$ cat src/rtl/uart_os_rx_pkg.sv
package uart_os_rx_pkg;
    typedef enum logic [2:0] {
        RX_IDLE,
        RX_START,
        RX_DATA,
        RX_PAR,
        RX_STOP
    } rx_state_e;
endpackage

$ cat src/rtl/uart_rx_sync.sv
module uart_rx_sync #(
    parameter int STAGES = 2
) (
    input  logic clk,
    input  logic rst_n,
    input  logic d,
    output logic q
);
    logic [STAGES-1:0] chain;

    always_ff @(posedge clk or negedge rst_n) begin
        if (!rst_n) chain <= '1;
        else        chain <= {chain[STAGES-2:0], d};
    end

    assign q = chain[STAGES-1];
endmodule

$ cat src/rtl/uart_rx_fsm.sv
module uart_rx_fsm
    import uart_os_rx_pkg::*;
#(
    parameter int DATA_W = 8,
    parameter int OSR    = 16
) (
    input  logic              clk,
    input  logic              rst_n,
    input  logic              tick,
    input  logic              rx_en,
    input  logic              par_en,
    input  logic              par_odd,
    input  logic              rxd_s,
    output logic              done,
    output logic [DATA_W-1:0] data,
    output logic              perr,
    output logic              ferr
);
    localparam int CNT_W = $clog2(OSR);
    localparam int BIT_W = $clog2(DATA_W);
    localparam logic [CNT_W-1:0] MID  = CNT_W'(OSR / 2 - 1);
    localparam logic [BIT_W-1:0] LAST = BIT_W'(DATA_W - 1);

    rx_state_e         state, state_n;
    logic [CNT_W-1:0]  phase;
    logic [BIT_W-1:0]  bit_idx;
    logic              pbit;
    logic              mid;

    assign mid = (phase == MID);

    // state register
    always_ff @(posedge clk or negedge rst_n) begin
        if (!rst_n) state <= RX_IDLE;
        else        state <= state_n;
    end

    // transitions
    always_comb begin
        state_n = state;
        if (!rx_en) begin
            state_n = RX_IDLE;
        end else if (tick) begin
            unique case (state)
                RX_IDLE:  if (!rxd_s) state_n = RX_START;
                RX_START: if (mid) state_n = rxd_s ? RX_IDLE : RX_DATA;
                RX_DATA:  if (mid && bit_idx == LAST)
                              state_n = par_en ? RX_PAR : RX_STOP;
                RX_PAR:   if (mid) state_n = RX_STOP;
                RX_STOP:  if (mid) state_n = RX_IDLE;
                default:  state_n = RX_IDLE;
            endcase
        end
    end

    // datapath and outputs
    always_ff @(posedge clk or negedge rst_n) begin
        if (!rst_n) begin
            phase   <= '0;
            bit_idx <= '0;
            data    <= '0;
            pbit    <= 1'b0;
            done    <= 1'b0;
            perr    <= 1'b0;
            ferr    <= 1'b0;
        end else begin
            done <= 1'b0;
            if (!rx_en) begin
                phase   <= '0;
                bit_idx <= '0;
            end else if (tick) begin
                if (state == RX_IDLE) begin
                    phase   <= '0;
                    bit_idx <= '0;
                end else begin
                    phase <= phase + 1'b1;
                end
                if (mid) begin
                    unique case (state)
                        RX_DATA: begin
                            data    <= {rxd_s, data[DATA_W-1:1]};
                            bit_idx <= bit_idx + 1'b1;
                        end
                        RX_PAR:  pbit <= rxd_s;
                        RX_STOP: begin
                            done <= 1'b1;
                            ferr <= !rxd_s;
                            perr <= par_en && ((^data ^ pbit) != par_odd);
                        end
                        default: ;
                    endcase
                end
            end
        end
    end

    p_done_on_tick_r1: assert property (@(posedge clk) disable iff (!rst_n)
        done |-> $past(tick));
    p_glitch_abort_r2: assert property (@(posedge clk) disable iff (!rst_n)
        (rx_en && tick && state == RX_START && mid && rxd_s) |=> state == RX_IDLE);
    p_disable_idle_r8: assert property (@(posedge clk) disable iff (!rst_n)
        !rx_en |=> state == RX_IDLE);
endmodule

$ cat src/rtl/uart_os_rx.sv
module uart_os_rx #(
    parameter int DATA_W    = 8,
    parameter int OSR       = 16,
    parameter int SYNC_STGS = 2
) (
    input  logic              clk,
    input  logic              rst_n,
    input  logic              tick,
    input  logic              rx_en,
    input  logic              par_en,
    input  logic              par_odd,
    input  logic              rxd,
    input  logic              rd_ack,
    input  logic              clr_ovr,
    input  logic              clr_par,
    input  logic              clr_frm,
    output logic [DATA_W-1:0] rx_data,
    output logic              rx_full,
    output logic              ovr_err,
    output logic              par_err,
    output logic              frm_err,
    output logic              rxd_level
);
    logic              rxd_s;
    logic              done;
    logic [DATA_W-1:0] fr_data;
    logic              fr_perr;
    logic              fr_ferr;

    uart_rx_sync #(.STAGES(SYNC_STGS)) u_sync (
        .clk(clk), .rst_n(rst_n), .d(rxd), .q(rxd_s)
    );

    uart_rx_fsm #(.DATA_W(DATA_W), .OSR(OSR)) u_fsm (
        .clk(clk), .rst_n(rst_n), .tick(tick), .rx_en(rx_en),
        .par_en(par_en), .par_odd(par_odd), .rxd_s(rxd_s),
        .done(done), .data(fr_data), .perr(fr_perr), .ferr(fr_ferr)
    );

    assign rxd_level = rxd_s;

    always_ff @(posedge clk or negedge rst_n) begin
        if (!rst_n) begin
            rx_data <= '0;
            rx_full <= 1'b0;
            ovr_err <= 1'b0;
            par_err <= 1'b0;
            frm_err <= 1'b0;
        end else begin
            if (done && !rx_full) begin
                rx_data <= fr_data;
                rx_full <= 1'b1;
            end else if (rd_ack) begin
                rx_full <= 1'b0;
            end

            if (done && rx_full)             ovr_err <= 1'b1;
            else if (clr_ovr)                ovr_err <= 1'b0;

            if (done && !rx_full && fr_perr) par_err <= 1'b1;
            else if (clr_par)                par_err <= 1'b0;

            if (done && !rx_full && fr_ferr) frm_err <= 1'b1;
            else if (clr_frm)                frm_err <= 1'b0;
        end
    end

    p_ovr_keeps_data_r6: assert property (@(posedge clk) disable iff (!rst_n)
        (done && rx_full) |=> (ovr_err && $stable(rx_data)));
    p_full_clear_r7: assert property (@(posedge clk) disable iff (!rst_n)
        (rd_ack && !done) |=> !rx_full);
    p_frm_sticky_r8: assert property (@(posedge clk) disable iff (!rst_n)
        (frm_err && !clr_frm) |=> frm_err);
    p_ovr_sticky_r8: assert property (@(posedge clk) disable iff (!rst_n)
        (ovr_err && !clr_ovr) |=> ovr_err);
endmodule

$ cat config.mk
export PLATFORM = sky130hd
export DESIGN_NAME = uart_os_rx
export DESIGN_NICKNAME = d
export VERILOG_FILES = /design/src/rtl/uart_os_rx_pkg.sv /design/src/rtl/uart_rx_sync.sv /design/src/rtl/uart_rx_fsm.sv /design/src/rtl/uart_os_rx.sv
export SDC_FILE = /design/constraint.sdc
export NUM_CORES = 1
export LEC_CHECK = 0
export ABC_AREA = 1
export BUFFER_PORTS_ARGS = -buffer_cell sky130_fd_sc_hd__clkbuf_2
export CAP_MARGIN = 20
export CORE_MARGIN = 3
export CORE_UTILIZATION = 50
export DETAILED_ROUTE_END_ITERATION = 7
export PLACE_DENSITY = 0.83
export SLEW_MARGIN = 20
export SYNTH_ARGS = -nofsm -noshare
export SYNTH_HDL_FRONTEND = slang
export SYNTH_HIERARCHICAL = 1
export SYNTH_SLANG_ARGS = --single-unit
$ cat constraint.sdc
create_clock -name clk -period 1.3 [get_ports clk]
set_input_delay 0.13 -clock clk [delete_from_list [all_inputs] [get_ports clk]]
set_output_delay 0.13 -clock clk [all_outputs]
set_load 0.05 [all_outputs]
==> results.toml, run 1 <==
[layout]
fin_util_pct = 73.41
register_area_sq_um = 914.6
layout-drive-gt1-share_pct = 44.04
diodes = 0
multi_input_area_sq_um = 915.9
nets = 290
layout.cells.most_common = "nand2_1"
fillers = 227
area_delta_synth_final_pct = 37.73
fin_cells = 323
layout_common_cells = "63 x nand2_1, 25 x dfrtp_1, 22 x nand3_1, 22 x clkbuf_2, 21 x buf_4"
finalInstanceArea_sq_um = 2507

[synthesis]
yosys_warnings = 6
ys_seq_area_share_pct = 49.62
synth-seq-cells = 36
synth_area_sq_um = 1820
yosysUniqueCellTypes = 26
synth_nets = 233
avgSynthCellArea_sq_um = 8.313
synthesis.instances = 219

[timing]
fin_crit_sh_pct = 110.7
max_freq_mhz = 694.6
fin_ws_ps = -139.7
hold_viol = 0
slew_headroom_pct = 69.28
finalSetupTns_ps = -548.5
final-setup-viol-count = 9
holdWs_ps = 10.76
worst_slew_pin_slew_ps = 459.1
rsz0062_at_grt = "true"
skew_ps = 9.903
finalMaxSlewViolations = 0
fin_crit_ps = 1440

[clock_network]
cts.path.max_buffers = 2
cts_tree = "built"
path_clk_slew_ps = 120
clock_latency_ps = 340
ctsHtreeMaxLevel = 2
cts_root_buf = "clkbuf_4"
numClockSinks = 36
cts_buffers = 5

[routing]
avgViaCountPerCell = 5.164
drt_iter0_markers = 132
firstDrtPassIters = 4
vias = 1668
drcViolationCount = 0
avgRoutedWirePerCell_microns = 13.83
ant_nets = 0
drt-total-wl_mm = 4.467

[power]
leakage_nw = 1.269
finalPower_mw = 2.502
p_per_area_nw_per_um2 = 997.8
worst_ir_drop_vdd_mv = 0.7529

[floorplan]
initial_utilization_pct = 53.30
die-area_sq_um = 4401
die_w_microns = 66.34
ioPinCount = 24
core_area_sq_um = 3416
die_h_microns = 66.34
fp-row-count = 21

[worst_setup_path]
crit_type = "reg2reg"
arrival_ps = 1720
r2r_cells = 9
start_kind = "flop"
end_kind = "flop"
critPathMaxFanout = 6
reg2reg_to = "u_fsm/state[2]"
worstPathRequired_ps = 1580
r2r_slack_ps = -140
r2r-start = "u_fsm/state[0]"

[global_route]
grt_first_pass_wirelength_mm = 5.658
grt_pass1_vias = 1326
grt_usage_pct = 16.87
grt-ovfl-total = 0
antenna_found_initial = 0
grt_max_degree = 37

[run]
maxCapViolCount = 0

[worst_hold_path]
hold_depth = 4
min_from = "clr_par"
hold_end = "par_err"
hold_path_class = "in2reg"

[outcome]
violations = "negative setup slack"
status = "complete, but fails checks"

[placement]
post-place-ws_ps = -26.29
portBuffers = 23
dp_hpwl_mm = 2.484
placedCellCount = 293
gp_congestion = 0.7974
placed_area_sq_um = 2039
[cell families (layout without fill, tap and decap cells)]
| kind of cell | Yosys count | count (layout) | share of synthesized area, % |
|---|---|---|---|
| mux | 1 | 1 | 0.6185 |
| flops | 36 | 36 | 49.62 |
| xor+xnor | 3 | 3 | 1.444 |
| compound gates | 23 | 23 | 8.866 |
| simple gates | 121 | 122 | 29.35 |
| buf+inv | 32 | 89 | 8.041 |
| fa+ha+maj | 3 | 3 | 2.062 |
[routing by layer]
layer | track usage [%] | vias up | share of wire [%]
li1 | - | 810 | -
met1 | 21.44 | 796 | 43
met2 | 27.39 | 51 | 49
met3 | 4.422 | 11 | 5.4
met4 | 6.345 | 0 | 2.6
met5 | 0 | - | 0
[layout make-up]
class,instances,share of cell area (%)
flip-flops and latches,36,36.48
multi-input cells,152,36.53
well taps,46,2.295
repair buffers,53,15.42
inverters,28,4.192
clock buffers,5,1.497
clock inverters,3,3.593
[state kept, by name, summed over array words and instances (netlist names)]
| signal | count |
|---|---|
| par_err | 1 |
| u_fsm/bit_idx | 3 |
| u_fsm/done | 1 |
| u_fsm/state | 3 |
| u_sync/chain | 2 |
| rx_data | 8 |
| ovr_err | 1 |
| u_fsm/data | 8 |
| frm_err | 1 |
| u_fsm/perr | 1 |
| u_fsm/phase | 4 |
| rx_full | 1 |
| u_fsm/pbit | 1 |
| u_fsm/ferr | 1 |
[report_power, final]
part / switching, mW / leakage [nW] / internal (mW) / total [mW]
registers: 0.0209 / 0.481 / 1.13 / 1.15
logic: 0.101 / 0.723 / 0.0643 / 0.165
clock network: 0.390 / 0.0654 / 0.792 / 1.18
[worst max-delay path, cell delays in order, from the launching register on]
cell     delay, ps
dfrtp_2        500
inv_2           90
nor2_2          50
nor2_1         170
nor2_1          80
nor2_1         160
nand2_2        100
inv_2           90
nand3_1         80
nand2_1         70
[cell usage after synthesis, drive strengths merged]
library cell,n,share of area [%]
nand2,82,18
dfrtp,34,47
inv,28,5.8
nand3,26,7.4
o21ai,17,6.5
nor2,10,2.5
buf,4,2.3
a21oi,3,1.0
ha,3,2.1
nor3,3,1.4
a211oi,2,0.82
dfstp,2,2.9
xor2,2,0.96
a22o,1,0.48
mux2,1,0.62
xnor2,1,0.48
[what timing repair did]
item / in CTS / in global routing
setup buffers: 2 / 15
pin swaps: 3 / 24
hold endpoints to repair: 37 / 0
resized for setup: 3 / 49
cloned: 0 / 1
setup endpoints to repair: 16 / 19
hold buffers: 4 / 0
[worst max path at each step]
stage,endpoint,start,slack (ps),cells past startpoint
after floorplan,u_fsm/pbit,u_fsm/phase[1],5,5
after global placement,u_fsm/pbit,u_fsm/phase[1],-6,5
after detailed placement,u_fsm/bit_idx[0],u_fsm/state[2],-30,4
after CTS,u_fsm/pbit,u_fsm/phase[0],-10,5
after global routing,u_fsm/state[2],u_fsm/state[0],-210,9
final,u_fsm/state[2],u_fsm/state[0],-140,9
No activity file was read; power rests on OpenSTA's default activity.
==> run 2: changes to the inputs <==
ABC_AREA = not set   (was 1)
PLACE_DENSITY = 0.84   (was 0.83)
==> results.toml, run 2 <==
[outcome]
status = "complete, but fails checks"
violations = "negative setup slack"

[clock_network]
numClockSinks = 36
cts_tree = "built"
cts_root_buf = "clkbuf_4"
clock_latency_ps = 330
cts.path.max_buffers = 2
cts_buffers = 5
ctsHtreeMaxLevel = 2
path_clk_slew_ps = 110

[synthesis]
synth-seq-cells = 36
ys_top_cells_by_area = "dfrtp_1 50%, mux2_4 7.0%, mux2_2 6.6%, dfstp_2 3.1%, xnor2_1 3.1%"
async_flop_share_pct = 100.0
yosys.area.top_type = "dfrtp_1"
yosys_warnings = 6
synth_nets = 150
synth_top_flop_cell = "dfrtp_1"
synth_edf_count = 0
netlist.area_leader.share_pct = 49.82
ys_seq_area_share_pct = 52.89
synthesis.instances = 136
yosysUniqueCellTypes = 43
avgSynthCellArea_sq_um = 12.56
yosysMostFrequentCell = "dfrtp_1"
synth_area_sq_um = 1708
synthTopCellsByCount = "34 x dfrtp_1, 10 x mux2_2, 9 x nand2_1"

[layout]
finalInstanceArea_sq_um = 2381
layout_common_cells = "33 x dfrtp_1, 28 x buf_4, 22 x clkbuf_2, 11 x mux2_4, 8 x nand2_1"
area_delta_synth_final_pct = 39.41
fin_util_pct = 75.52
diodes = 0
layout-drive-gt1-share_pct = 55.72
fillers = 192
nets = 214
layout.cells.most_common = "dfrtp_1"
top_regs = "rx_data: 8 flops, u_fsm/data: 8 flops, u_fsm/phase: 4 flops"
fin_cells = 245

[worst_hold_path]
hold_end = "par_err"
hold_depth = 3
min_from = "clr_par"
hold_path_class = "in2reg"

[worst_setup_path]
worstPathRequired_ps = 1560
start_kind = "flop"
crit_type = "reg2reg"
r2r_cells = 6
end_kind = "flop"
reg2reg_to = "u_fsm/state[2]"
critPathMaxFanout = 3
r2r_slack_ps = -610
arrival_ps = 2170
r2r-start = "u_fsm/bit_idx[1]"

[global_route]
grt_pass1_vias = 1380
grt_use_met2_pct = 36.47
grt.busiest_layer = "met2"
grt-ovfl-total = 0
grt_max_degree = 37
grt_usage_pct = 20.48
antenna_found_initial = 0
met1_usage_pct = 23.36
grtUsageMet3_pct = 4.853
grt_first_pass_wirelength_mm = 6.492

[floorplan]
core_area_sq_um = 3153
die_h_microns = 64.45
die-area_sq_um = 4153
fp-row-count = 20
ioPinCount = 24
initial_utilization_pct = 54.17
die_w_microns = 64.45

[power]
finalPower_mw = 1.951
p_per_area_nw_per_um2 = 819.3
worst_ir_drop_vdd_mv = 0.5427
leakage_nw = 1.164

[timing]
max_freq_mhz = 524.5
fin_crit_ps = 1907
fin_crit_sh_pct = 146.7
final-setup-viol-count = 20
hold_viol = 0
worst_slew_pin_slew_ps = 447.5
finalMaxSlewViolations = 0
fin_ws_ps = -606.6
skew_ps = 10.01
slew_headroom_pct = 70.17
rsz0062_at_grt = "true"

[routing]
vias = 1334
drcViolationCount = 0
drt_iter0_markers = 55
avgRoutedWirePerCell_microns = 16.84
avgViaCountPerCell = 5.445
drt-total-wl_mm = 4.126
ant_nets = 0
firstDrtPassIters = 4

[placement]
dp_hpwl_mm = 2.537
post-place-ws_ps = -559.3
placedCellCount = 224
placed_area_sq_um = 2066
gp_congestion = 0.8377
portBuffers = 23

[run]
maxCapViolCount = 0
[run 2: cell count changes after synthesis, moves of 5 or more]
| cell | change |
|---|---|
| o21ai_2 | -9 |
| mux2_4 | +8 |
| nand3_1 | -23 |
| nand2_1 | -67 |
| mux2_2 | +9 |
| xnor2_1 | +5 |
| nand2_2 | -5 |
| inv_1 | -18 |
[run 2: logic make-up after synthesis]
logic type | Yosys count | share of synthesized area (%)
DFF | 36 | 52.89
AOI/OAI and AO/OA | 27 | 11.50
buffers and inverters | 12 | 4.542
xor gates and xnor gates | 8 | 4.908
muxes | 18 | 13.63
adders and majority gates | 3 | 2.198
and+or+nand+nor | 32 | 10.33
[run 2: report_power, final]
| group | switching (mW) | total, mW | internal (mW) |
|---|---|---|---|
| clock | 0.348 | 0.559 | 0.211 |
| sequential | 0.0136 | 1.15 | 1.14 |
| combinational | 0.130 | 0.243 | 0.112 |
| total | 0.492 | 1.95 | 1.46 |
[run 2: how the worst max path moves through the flow]
stage	startpoint	to	slack [ps]	depth (start not counted)
finish	u_fsm/bit_idx[1]	u_fsm/state[2]	-610	6
global route	u_fsm/bit_idx[1]	u_fsm/state[2]	-670	6
CTS	u_fsm/bit_idx[1]	u_fsm/state[2]	-570	6
detailed placement	u_fsm/bit_idx[1]	u_fsm/state[2]	-560	6
global placement	u_fsm/bit_idx[1]	u_fsm/state[2]	-520	6
floorplan	u_fsm/bit_idx[1]	u_fsm/state[2]	-500	6
[run 2: critical path, stage by stage (launching register included)]
cell	delay, ps
dfrtp_1	390
ha_2	200
ha_4	150
or4b_4	480
a211o_1	310
a21o_1	190
a21oi_2	130
[run 2: what timing repair did]
item | in CTS | in global routing
hold buffers | 4 | 0
endpoints found under the setup margin | 22 | 23
pin swaps | 10 | 5
endpoints found under the hold margin | 37 | 0
setup buffers | 6 | 4
gates resized for setup | 25 | 12
[run 2: cell type report]
class	count	area [sq um]	share of cell area (%)
well taps	44	55.05	2.312
clock buffers	7	45.04	1.892
repair buffers	62	473.0	19.86
inverters	7	26.28	1.104
multi-input cells	88	872.1	36.63
flip-flops and latches	36	904.6	37.99
clock inverters	1	5.005	0.2102
[run 2: metal layers]
layer,up-vias,part of all wire [%]
met2,47,54
li1,621,-
met5,-,0
met4,0,1.3
met3,6,4.3
met1,660,40
[run 2: per-stage QoR]
| stage | TNS, ps | hold slack [ps] |
|---|---|---|
| floorplan | -3217 | -165.6 |
| global placement | -5094 | 183.0 |
| detailed placement | -6450 | 193.0 |
| CTS | -5179 | 51.88 |
| global route | -6211 | 84.49 |
| finish | -5158 | 87.93 |
==> run 3: changes to the inputs <==
CORE_UTILIZATION = 40   (was 50)
PLACE_DENSITY = 0.71   (was 0.84)
==> results.toml, run 3 (synthesis gave the netlist of run 2 again) <==
[timing]
final-setup-viol-count = 21
hold_viol = 0
fin_crit_ps = 1938
max_freq_mhz = 516.1
rsz0062_at_grt = "true"
finalMaxSlewViolations = 0
fin_ws_ps = -637.5
slew_headroom_pct = 69.59
worst_slew_pin_slew_ps = 455.0
skew_ps = 2.555
holdWs_ps = 13.24
finalSetupTns_ps = -5664
fin_crit_sh_pct = 149.0

[power]
p_clk_share_pct = 38.1
power.share.switching_pct = 23.77
power.internal_mw = 1.751
power_switching_uw = 545.9
finalPower_mw = 2.297
worst_ir_drop_vdd_mv = 0.4857
p_per_area_nw_per_um2 = 911.0
p_comb_share_pct = 11.9
leakage_nw = 1.238
power_frac_seq_pct = 50.0

[run]
maxCapViolCount = 0

[routing]
firstDrtPassIters = 4
drt-total-wl_mm = 4.006
drt_iter0_markers = 40
ant_nets = 0
vias = 1307
avgRoutedWirePerCell_microns = 15.29
drcViolationCount = 0
avgViaCountPerCell = 4.989

[worst_setup_path]
start_kind = "flop"
crit_path_cell_trace = "ha_2, ha_4, or4b_4, a211o_1, a21o_1, a21oi_2"
end_kind = "flop"
slowest_stage = "or4b_4"
max_stage_delay_ps = 500
critPathMaxFanout = 3
crit_type = "reg2reg"
worstPathRequired_ps = 1520
arrival_ps = 2150

[clock_network]
cts_buffers = 5
clock_latency_ps = 280
ctsHtreeMaxLevel = 2
cts_root_buf = "clkbuf_8"
path_clk_slew_ps = 70
numClockSinks = 36
cts_tree = "built"
cts.path.max_buffers = 2

[placement]
gp_congestion = 0.8357
post-place-ws_ps = -578.6
portBuffers = 23
dp_hpwl_mm = 2.671
placedCellCount = 234
placed_area_sq_um = 2103

[layout]
area_delta_synth_final_pct = 47.62
layout.cells.most_common = "buf_4"
diodes = 0
fin_cells = 262
finalInstanceArea_sq_um = 2521
nets = 225
top_regs = "rx_data: 8 flops, u_fsm/data: 8 flops, u_fsm/phase: 4 flops"
layout-drive-gt1-share_pct = 59.43
fin_util_pct = 62.13
layout_common_cells = "38 x buf_4, 32 x dfrtp_1, 22 x clkbuf_2, 11 x mux2_4, 9 x buf_6"

[global_route]
grt_usage_pct = 16.70
met1_usage_pct = 19.86
grt_first_pass_wirelength_mm = 6.658
grt_use_met2_pct = 27.96
grt_pass1_vias = 1424
grt.busiest_layer = "met2"
grtUsageMet3_pct = 4.628
grt-ovfl-total = 0
grt_max_degree = 18
antenna_found_initial = 0

[floorplan]
die_w_microns = 71.35
die-area_sq_um = 5090
core_area_sq_um = 4058
die_h_microns = 71.35
initial_utilization_pct = 42.09
fp-row-count = 23
ioPinCount = 24

[outcome]
violations = "negative setup slack"
status = "complete, but fails checks"

[worst_hold_path]
hold_path_class = "in2reg"
## run 3: power groups by stage
stage / clock network (mW) / logic [mW] / registers (mW)
detailed placement: 0 / 0.183 / 1.17
global route: 0.940 / 0.296 / 1.15
floorplan: 0 / 0.0686 / 1.18
finish: 0.876 / 0.272 / 1.15
global placement: 0 / 0.175 / 1.17
CTS: 0.901 / 0.238 / 1.15
## run 3: repair_timing
action,CTS,global route
pin swaps,10,8
hold buffers,2,0
endpoints found under the hold margin,14,0
endpoints found under the setup margin,22,23
resized for setup,25,18
buffers inserted,10,9
## run 3: metal layers
metal  wire (microns)  up-vias
met4               87        0
met2             2079       32
li1                 -      641
met3              172       11
met1             1665      623
met5                0        -
## run 3: layout make-up
cell class,count,area (sq um)
fill,304,1536
clock buffer,8,100.1
multi-input combinational,88,874.6
sequential,36,905.9
inverter,7,26.28
tap,50,62.56
timing repair buffer,73,551.8
## run 3: critical path, delay by kind of cell (launching register included)
kind / cells / cell delay, ps
adders and majority gates: 2 / 350
DFF: 1 / 380
and+or+nand+nor: 1 / 500
AOI/OAI and AO/OA: 3 / 640
## run 3: worst paths after layout
check	slack, ps	cells after the start	from	endpoint
max	-640	6	u_fsm/bit_idx[1]	u_fsm/state[2]
min	10	2	rd_ack	rx_full
max reg2reg	-640	6	u_fsm/bit_idx[1]	u_fsm/state[2]
min reg2reg	360	0	u_sync/chain[0]	u_sync/chain[1]
max in group asynchronous	480	3	rst_n	u_fsm/data[0]
min in group asynchronous	300	2	rst_n	rx_data[7]
